[config.mk]
export PLATFORM = sky130hd
export DESIGN_NAME = prio_irq_ctrl
export DESIGN_NICKNAME = d
export VERILOG_FILES = /design/src/rtl/prio_irq_ctrl.sv
export SDC_FILE = /design/constraint.sdc
export NUM_CORES = 1
export LEC_CHECK = 0
export BUFFER_PORTS_ARGS = -buffer_cell sky130_fd_sc_hd__clkbuf_2
export CAP_MARGIN = 0
export CORE_MARGIN = 2
export CORE_UTILIZATION = 40
export CTS_BUF_LIST = sky130_fd_sc_hd__clkbuf_4 sky130_fd_sc_hd__clkbuf_8
export DETAILED_ROUTE_END_ITERATION = 16
export SETUP_SLACK_MARGIN = 0.2
export SLEW_MARGIN = 20
export SYNTH_ARGS = -nofsm -noshare
export SYNTH_HDL_FRONTEND = slang
export SYNTH_SLANG_ARGS = --single-unit
[constraint.sdc]
create_clock -name clk -period 3.05 [get_ports clk]
set_input_delay 0.1525 -clock clk [delete_from_list [all_inputs] [get_ports clk]]
set_output_delay 0.1525 -clock clk [all_outputs]
set_load 0.02 [all_outputs]
[src/rtl/prio_irq_ctrl.sv]
module prio_irq_ctrl #(
  parameter int N        = 8,
  parameter int VW       = 8,
  parameter int BASE_RST = 32
) (
  input  logic          clk,
  input  logic          rst_n,
  input  logic [N-1:0]  irq_in,
  input  logic          wr_mask,
  input  logic [N-1:0]  mask_din,
  input  logic          wr_base,
  input  logic [VW-1:0] base_din,
  input  logic          eoi,
  input  logic          ack,
  output logic          irq_out,
  output logic [VW-1:0] vec_out,
  output logic          vec_valid
);
  localparam int IW = (N > 1) ? $clog2(N) : 1;

  logic [N-1:0]  irq_q, mask_q, req_q, isr_q;
  logic [VW-1:0] base_q;
  logic [IW-1:0] act_idx;
  logic          ph_q;

  logic [N-1:0]  rise, elig, isr_top, allow, cand, pick, retire;
  logic [IW-1:0] pick_idx;
  logic          take;

  assign rise    = irq_in & ~irq_q & ~mask_q;
  assign elig    = req_q & ~mask_q;
  assign isr_top = isr_q & (~isr_q + N'(1));
  assign allow   = (isr_q == '0) ? '1 : (isr_top - N'(1));
  assign cand    = elig & allow;
  assign pick    = cand & (~cand + N'(1));
  assign retire  = eoi ? isr_top : '0;

  always_comb begin
    pick_idx = '0;
    for (int i = N - 1; i >= 0; i--)
      if (cand[i]) pick_idx = IW'(i);
  end

  assign take      = ack && !ph_q && (cand != '0);
  assign irq_out   = !ph_q && (cand != '0);
  assign vec_valid = ack && ph_q;
  assign vec_out   = vec_valid ? (base_q + VW'(act_idx)) : '0;

  always_ff @(posedge clk or negedge rst_n) begin
    if (!rst_n) begin
      irq_q   <= '0;
      mask_q  <= '0;
      req_q   <= '0;
      isr_q   <= '0;
      base_q  <= VW'(BASE_RST);
      act_idx <= '0;
      ph_q    <= 1'b0;
    end else begin
      irq_q <= irq_in;
      if (wr_mask) mask_q <= mask_din;
      if (wr_base) base_q <= base_din;
      req_q <= (req_q & ~(take ? pick : '0)) | rise;
      isr_q <= (isr_q & ~retire) | (take ? pick : '0);
      if (take) begin
        act_idx <= pick_idx;
        ph_q    <= 1'b1;
      end else if (vec_valid) begin
        ph_q    <= 1'b0;
      end
    end
  end
endmodule


==> metrics.txt, run 1 <==
root buf cell clkbuf_8; Crit. End Element primary output; latest clock arrival within the worst-skew pair 0.29 ns; first-pass detailed-route iteration total 4; YS warnings 0; GRT overflow 0; Resized cells post-CTS 0; LEAKAGE 1.20 nW; max layer used met4; vias in the first global route 1,563; DP Wirelength 3120 um; outcome finished, final reports clean; worst-case clock buffer depth 2; Synth Net Count 222; Worst path top cell family by delay simple AND/OR/NAND/NOR gates; FF-to-FF path depth 5; drt via density 4.89; Reg2Reg Launch Point isr_q[0]$_DFF_PN0_; Detailed Route Iter0 Violations 56; Initial Util 0.413; Critical Path AT 2.20 ns; width of the die 76.6 um; Post-CTS Hold Fix Bufs 9; met3 WL 150 um; PwrDens 814 nW/um^2; clock slew seen by the registers of the worst setup and hold paths 0.08 ns; Cell Chain, Critical Path or4_4 > a211oi_1 > or2_2 > nor3_1 > nor2_1 > clkbuf_2; setup_tns 0 ns; largest vdd supply drop 0.361 mV; Final Cycle Share 0.773; num ports 40; first-pass GRT wire length 7090 um; Synth-to-Final Area Change 21.9%; hold path cells 2; residual DRC count 0; Crit path largest cell delay 0.59 ns; asr flop ratio synth 1.00; number of cells on the critical path 6; port bufs 39; share of cells above drive strength 1 0.315; Mapped Area 2110 um^2; Crit path buffers/inverters 1; Non-Filler Instances 311; CTS tree built; clk sinks 44; post-synthesis sequential area ratio 0.523; Worst path slowest cell or4_4; min-delay worst type primary input to register; R2R Path End req_q[0]$_DFF_PN0_; Slew HR 0.546; core footprint 5110 um^2; Final min period 2.36 ns; WL final 4000 um; Max Fclk 424 MHz; Least-Margin Pin Slew 0.674 ns; Routed met2 length 1880 um; Synth Register Bits 44; Synth Area per Inst 11.2 um^2; fin util 0.503; Syn Inst Count 188; Routed Antenna Nets 0; Max Cap Violations 0; postcts setup bufs 0; Worst Skew 0.00763 ns; setup violators final 0; Pwr Total 2.09 mW; pin count of the biggest net entering global routing 24; Die Area 5860 um^2; Post-synth EDFFs 0; Final Hold Viols 0; Hold Path End mask_q[1]$_DFFE_PN0P_; initial antenna violation count 0; Setup CP Type register to primary output; RSZ-0062 raised after global routing false; Primary FF master, synth dfrtp_1; GR Util All Layers 0.150; row cnt 26; HP Start mask_din[1]; final instance area 2570 um^2; Final Slew Violations 0; CP Data Required Time 2.90 ns; H-tree depth 2; startpoint types register; Cell Area, Placed 2370 um^2; count of different cell masters after synthesis 38; Wirelength per Cell 12.9 um; Final Wtd Congestion 0.794; Layout Nets 274; Die Y 76.6 um; Critical path origin isr_q[0]$_DFF_PN0_; dpl cells 294; R2R Setup Slk 0.93 ns; CTS Buf Count 5; n_diodes 0; worst-path fanout max 11; routed via count 1,520; M1 wire length 1950 um
-- registers in the layout, summed over array words and instances (netlist names) --
register / count
mask_q: 8
ph_q: 1
act_idx: 3
base_q: 8
req_q: 8
irq_q: 8
isr_q: 8
-- worst reg2reg max path, delay by kind of cell, from the launching register on --
kind               cells  cell delay (ns)
AOI/OAI and AO/OA      4             0.95
DFF                    1             0.46
and+or+nand+nor        1             0.59
-- cells in the mapped netlist (3+ instances only) --
master	number	area, um^2
a211oi_1	3	22.5
or3b_2	3	26.3
or3_1	3	18.8
nand3_1	5	25.0
nor2_1	12	45.0
nor3_1	8	40.0
xnor2_1	3	26.3
nor3b_1	7	52.6
nand2_1	20	75.1
o31ai_1	3	22.5
ha_1	3	37.5
inv_1	4	15.0
nand2b_1	7	43.8
nor2b_1	3	18.8
dfrtp_1	43	1080
o21ai_0	9	45.0
a21o_1	7	52.6
mux2_2	16	180
a21oi_1	5	25.0
-- final cells by class --
type | instances | area [um^2]
clock buffer | 6 | 76.3
clock inverter | 2 | 35.0
fill | 465 | 2540
inverter | 4 | 15.0
multi-input combinational | 136 | 960
sequential | 44 | 1100
tap | 70 | 87.6
timing repair buffer | 49 | 293
-- through the flow --
| step | hold WS (ns) | setup WS, ns |
|---|---|---|
| after floorplan | -0.143 | 1.02 |
| after global placement | 0.160 | 1.01 |
| after detailed placement | 0.168 | 0.927 |
| after CTS | 0.0793 | 0.669 |
| after global routing | 0.0774 | 0.477 |
| final | 0.0866 | 0.693 |
-- cell families after synthesis --
group,synth area share
multiplexers,0.0855
AO/OA/AOI/OAI,0.111
XOR/XNOR,0.0208
flip-flops,0.523
adder cells (fa/ha/maj),0.0273
buffers and inverters,0.0214
AND/OR/NAND/NOR,0.211
-- cell usage in the layout (no fill, tap or decap), types with 2 or more instances in the layout --
master / n
and3_1: 2
nand2b_1: 7
xnor2_1: 3
clkbuf_2: 39
a211oi_1: 3
or3b_2: 3
nand2_1: 20
dlygate4sd3_1: 9
xor2_1: 2
a21oi_1: 5
nor3_1: 8
nor3b_1: 7
clkbuf_8: 5
mux2_2: 16
inv_1: 4
or3_1: 3
nor2_1: 12
o21ai_0: 9
nand3_1: 5
nor2b_1: 3
o31ai_1: 3
o41ai_2: 2
a21o_1: 7
ha_1: 3
dfrtp_1: 43
-- report_power, final --
group,switching (mW),leakage [nW],internal (mW)
clock network,0.184,0.0586,0.252
logic,0.488,0.626,0.364
registers,0.0984,0.518,0.706
total,0.770,1.20,1.32
-- layer usage --
metal  GRT usage  up-vias
li1            -      770
met1       0.209      722
met2       0.234       26
met3      0.0415        2
met4      0.0382        0
met5           0        -
-- worst max path at each step --
| stage | endpoint | slack [ns] |
|---|---|---|
| global placement | act_idx[0]$_DFFE_PN0P_ | 1.01 |
| global route | irq_out | 0.48 |
| finish | irq_out | 0.69 |
| detailed placement | req_q[0]$_DFF_PN0_ | 0.93 |
| floorplan | irq_out | 1.02 |
| CTS | irq_out | 0.67 |
(Power assumes the default switching activity.)
==> inputs of run 2 (changes only) <==
--- a/config.mk
+++ b/config.mk
@@ -5,6 +5,7 @@
 export SDC_FILE = /design/constraint.sdc
 export NUM_CORES = 1
 export LEC_CHECK = 0
+export ABC_AREA = 1
 export BUFFER_PORTS_ARGS = -buffer_cell sky130_fd_sc_hd__clkbuf_2
 export CAP_MARGIN = 0
 export CORE_MARGIN = 2
==> constraint.sdc (replaced) <==
create_clock -name clk -period 2.1 [get_ports clk]
set_input_delay 0.105 -clock clk [delete_from_list [all_inputs] [get_ports clk]]
set_output_delay 0.105 -clock clk [all_outputs]
set_load 0.02 [all_outputs]
==> run 2 against run 1 <==
Sequential power increased by 46%. Die area rose by 3.8%. Area after synthesis rose by 4.0%. Clock skew decreased by 0.0024 ns. Final area is 7.6% higher. Non-clock buffer count up 5. Largest cell class unchanged. Largest power group unchanged.
==> metrics.txt, run 2 <==
outcome finished, final reports clean; GR Util All Layers 0.162; setup violators final 0; Post-synth EDFFs 0; Cell Chain, Critical Path ha_4 > fa_2 > nand2_2 > a21oi_2 > inv_2 > nor4_2 > nor3_1 > buf_4; Worst path slowest cell dfrtp_1; Die Area 6080 um^2; Crit. End Element primary output; CTS tree built; first-pass detailed-route iteration total 4; Place WS 0.364 ns; Mapped Area 2190 um^2; clock slew seen by the registers of the worst setup and hold paths 0.08 ns; Die Y 78.0 um; vias in the first global route 1,746; H-tree depth 2; startpoint types register; min-delay worst type primary input to register; Synth-to-Final Area Change 26.2%; YS warnings 0; Final Cycle Share 0.927; Max Cap Violations 0; Cell Area, Placed 2480 um^2; CTS Buf Count 5; Slew HR 0.512; count of different cell masters after synthesis 29; area of the multi-input gates 1010 um^2; Max Fclk 514 MHz; worst-case clock buffer depth 2; Critical Path End vec_out[6]; largest vdd supply drop 0.544 mV; R2R Setup Slk 0.46 ns; n_diodes 0; top cells by count, synth nand2_1 (56), dfrtp_1 (43), inv_1 (33); Detailed Route Iter0 Violations 92; Layout Nets 342; Synth Register Bits 44; Synth Area per Inst 8.80 um^2; Primary FF master, synth dfrtp_1; num ports 40; port bufs 39; most frequent cells in the layout nand2_1 (54), dfrtp_1 (43), clkbuf_2 (34); DP Wirelength 3180 um; Critical Path AT 1.84 ns; row cnt 26; worst-path fanout max 2; Setup CP Type register to primary output; Final Slew Violations 0; Synth Net Count 283; Routed Antenna Nets 0; Filler cells 499; final instance area 2770 um^2; residual DRC count 0; pin count of the biggest net entering global routing 31; PwrDens 1210 nW/um^2; dpl cells 358; Worst Skew 0.00520 ns; CP Data Required Time 2.00 ns; hold slack final 0.0152 ns; cell taking the most area after synthesis dfrtp_1; routed via count 1,768; Final Hold Viols 0; Reg2Reg Launch Point isr_q[1]$_DFF_PN0_; drt via density 4.66; Critical path origin act_idx[0]$_DFFE_PN0P_; Worst path top cell family by delay adder cells; Crit path largest cell delay 0.42 ns; Crit path buffers/inverters 2; top-count cell post-synth nand2_1; width of the die 78.0 um; R2R Path End req_q[5]$_DFF_PN0_; ranking of synthesized cells by area dfrtp_1 (49%), nand2_1 (9.6%), inv_1 (5.7%); Final WS setup 0.153 ns; core footprint 5200 um^2; Final min period 1.95 ns; clk sinks 44; Initial Util 0.421; FF-to-FF path depth 8; number of cells on the critical path 8; Final Wtd Congestion 0.883; GRT overflow 0; Least-Margin Pin Slew 0.733 ns; initial antenna violation count 0; Sequential Area 1100 um^2; first-pass GRT wire length 7710 um; root buf cell clkbuf_8; most common cell after layout, fill and taps aside nand2_1; post-synthesis sequential area ratio 0.503; area share of the largest cell type after synthesis 0.491; setup_tns 0 ns; WL final 4390 um; Syn Inst Count 249; Wirelength per Cell 11.6 um; Non-Filler Instances 379; RSZ-0062 raised after global routing true; latest clock arrival within the worst-skew pair 0.29 ns; LEAKAGE 1.42 nW; asr flop ratio synth 1.00; share of cells above drive strength 1 0.301
## run 2: changes by cell type after synthesis, sizes merged, moves of 4 or more
cell / previous run / this run
o21ai: 9 / 26
nor3: 9 / 5
nand3: 5 / 12
nor2: 12 / 23
nor3b: 7 / 0
nand2: 20 / 66
inv: 4 / 35
nand2b: 7 / 0
mux2: 16 / 4
nand3b: 1 / 8
a21o: 7 / 0
nand4: 1 / 7
## run 2: layout make-up
cell class / instances / share of cell area
well taps: 70 / 0.0317
clock inverters: 2 / 0.00362
inverters: 35 / 0.0475
clock buffers: 6 / 0.0299
repair buffers: 54 / 0.122
multi-input cells: 168 / 0.367
flip-flops and latches: 44 / 0.399
## run 2: worst min-delay path, stage by stage
cell	delay, ns
clkbuf_2	0.07
nand2_1	0.04
o21ai_0	0.05
## run 2: power by group
part           internal [mW]  leakage, nW  switching, mW  total, mW
sequential              1.03        0.521          0.137       1.17
combinational          0.593        0.852           1.05       1.65
clock                  0.262       0.0510          0.271      0.533
## run 2: worst min path at each step
stage           startpoint                endpoint  slack, ns  cells after the start
2_1_floorplan        rst_n  act_idx[0]$_DFFE_PN0P_      -0.19                      0
3_3_place_gp         rst_n   base_q[7]$_DFFE_PN0P_       0.21                      1
3_5_place_dp         rst_n   base_q[7]$_DFFE_PN0P_       0.21                      1
4_1_cts        mask_din[5]   mask_q[5]$_DFFE_PN0P_      0.003                      3
5_1_grt                eoi      isr_q[0]$_DFF_PN0_      0.005                      2
6_report       mask_din[5]   mask_q[5]$_DFFE_PN0P_       0.02                      3
## run 2: routing by layer
| layer | vias to the layer above | routed length (um) | share of wire | GRT usage |
|---|---|---|---|---|
| met5 | - | 0 | 0 | 0 |
| met4 | 0 | 87 | 0.020 | 0.0737 |
| met3 | 9 | 174 | 0.040 | 0.0395 |
| met2 | 35 | 1950 | 0.44 | 0.254 |
| met1 | 792 | 2180 | 0.50 | 0.212 |
| li1 | 932 | - | - | - |
## run 2: timing repair
item,in CTS,in global routing
pin swaps,3,6
gates resized for setup,5,17
setup buffers,2,2
hold buffers,9,0
setup endpoints to repair,4,7
endpoints found under the hold margin,35,0
## run 2: metrics by stage
| step | total power [mW] | utilization |
|---|---|---|
| finish | 3.35 | 0.531 |
| detailed placement | 2.72 | 0.477 |
| global route | 3.67 | 0.531 |
| CTS | 3.30 | 0.518 |
| floorplan | 2.37 | - |
| global placement | 2.70 | 0.477 |
## run 2: logic make-up (layout without fill, tap and decap cells)
group / after synthesis / count (layout) / share of synthesized area
muxes: 4 / 4 / 0.0206
adders and majority gates: 4 / 4 / 0.0263
AOI/OAI and AO/OA: 38 / 38 / 0.0954
DFF: 44 / 44 / 0.503
and+or+nand+nor: 122 / 122 / 0.291
buffers and inverters: 37 / 97 / 0.0634
==> inputs of run 3 (changes only) <==
--- a/config.mk
+++ b/config.mk
@@ -12,6 +12,7 @@
 export CORE_UTILIZATION = 40
 export CTS_BUF_LIST = sky130_fd_sc_hd__clkbuf_4 sky130_fd_sc_hd__clkbuf_8
 export DETAILED_ROUTE_END_ITERATION = 16
+export REMOVE_ABC_BUFFERS = 1
 export SETUP_SLACK_MARGIN = 0.2
 export SLEW_MARGIN = 20
 export SYNTH_ARGS = -nofsm -noshare
==> run 3 against run 2 <==
Clock power grew 2%. Fmax is 2.1% lower. Sequential cell count unchanged. Via count increased by 0.74%. Power is 0.14% higher. Combinational power barely moved. Count of clock-buffer cells in the layout is the same. Register-to-register slack better by 0.03 ns. Cell count grew 1.1%. Global-route usage shrank 0.47 points. Routed wire length up 0.16%. Die area did not move.
==> metrics.txt, run 3 (synthesis gave the netlist of run 2 again) <==
residual DRC count 0; most frequent cells in the layout nand2_1 (54), dfrtp_1 (43), clkbuf_2 (34); setup_tns 0 ns; Detailed Route Iter0 Violations 78; Max Fclk 503 MHz; Wirelength per Cell 11.5 um; core footprint 5200 um^2; PwrDens 1200 nW/um^2; num ports 40; RSZ-0062 raised after global routing true; Non-Filler Instances 383; Routed Antenna Nets 0; Initial Util 0.421; Final Cycle Share 0.947; Final Slew Violations 0; worst-case clock buffer depth 2; R2R Path End req_q[5]$_DFF_PN0_; vias in the first global route 1,674; worst-path fanout max 3; GRT overflow 0; R2R Setup Slk 0.49 ns; width of the die 78.0 um; Hold Path End mask_q[1]$_DFFE_PN0P_; pin count of the biggest net entering global routing 25; Combinational Power Share 0.491; share of power burned in registers 0.347; n_diodes 0; dpl cells 358; Sw Pwr 1.46 mW; Cell Area, Placed 2480 um^2; largest vdd supply drop 0.475 mV; Sw Share 0.435; Setup CP Type register to primary output; first-pass detailed-route iteration total 4; internal power 1.89 mW; Max Cap Violations 0; final instance area 2790 um^2; HP Start mask_din[1]; clk sinks 44; first-pass GRT wire length 7580 um; share of cells above drive strength 1 0.304; clock slew seen by the registers of the worst setup and hold paths 0.08 ns; outcome finished, final reports clean; hold path cells 3; Place WS 0.345 ns; Final Wtd Congestion 0.793; hold slack final 0.00852 ns; Final WS setup 0.111 ns; WL final 4400 um; H-tree depth 2; Synth-to-Final Area Change 27.4%; initial antenna violation count 0; Clk network pwr share 0.162; Least-Margin Pin Slew 0.305 ns; routed via count 1,781; LEAKAGE 1.45 nW; Reg2Reg Launch Point isr_q[0]$_DFF_PN0_; Slew HR 0.797; Final min period 1.99 ns; CTS tree built; CP Data Required Time 2.00 ns; startpoint types register; latest clock arrival within the worst-skew pair 0.29 ns; Die Area 6080 um^2; setup violators final 0; Layout Nets 346; Die Y 78.0 um; Critical Path AT 1.88 ns; most common cell after layout, fill and taps aside nand2_1; Worst Skew 0.00303 ns; min-delay worst type primary input to register; root buf cell clkbuf_8; drt via density 4.65; Crit. End Element primary output; DP Wirelength 3280 um; port bufs 39; row cnt 26; CTS Buf Count 5; Final Hold Viols 0; FF-to-FF path depth 8; GR Util All Layers 0.157
run 3: routing by layer:
layer,GRT usage,part of all wire,up-vias
met5,0,0,-
met2,0.261,0.48,28
met3,0.0360,0.039,5
li1,-,-,938
met1,0.207,0.47,810
met4,0.0421,0.010,0
run 3: worst max path at each step:
stage	start	end
2_1_floorplan	base_q[0]$_DFFE_PN0P_	vec_out[6]
3_3_place_gp	base_q[2]$_DFFE_PN0P_	vec_out[7]
3_5_place_dp	act_idx[2]$_DFFE_PN0P_	vec_out[7]
4_1_cts	act_idx[0]$_DFFE_PN0P_	vec_out[6]
5_1_grt	act_idx[0]$_DFFE_PN0P_	vec_out[6]
6_report	base_q[0]$_DFFE_PN0P_	vec_out[6]
run 3: final cells by class:
type | count | area [um^2]
tap | 70 | 87.6
timing repair buffer | 58 | 375
multi-input combinational | 168 | 1000
clock inverter | 2 | 10.0
fill | 513 | 2410
inverter | 35 | 131
clock buffer | 6 | 82.6
sequential | 44 | 1100
run 3: worst max-delay path, stage by stage (launching register included):
cell     delay (ns)
dfrtp_1        0.38
ha_2           0.20
fa_2           0.36
nand2_2        0.07
a21oi_2        0.05
inv_1          0.09
nor4_1         0.06
nor3_1         0.20
buf_4          0.18
run 3: per-stage QoR:
stage	util	power, mW
finish	0.536	3.35
global route	0.536	3.67
global placement	0.477	2.70
detailed placement	0.477	2.72
floorplan	-	2.37
CTS	0.524	3.34
run 3: what timing repair did:
action | 4_1_cts | 5_1_grt
pin swaps | 0 | 6
endpoints found under the setup margin | 5 | 5
hold buffers | 10 | 0
buffers inserted | 2 | 5
hold endpoints to repair | 52 | 0
gates resized for setup | 9 | 14
run 3: power by group through the flow:
stage / combinational (mW) / clock (mW) / sequential (mW)
CTS: 1.61 / 0.564 / 1.16
floorplan: 1.22 / 0 / 1.15
global placement: 1.54 / 0 / 1.17
global route: 1.89 / 0.599 / 1.19
finish: 1.65 / 0.542 / 1.16
detailed placement: 1.55 / 0 / 1.17
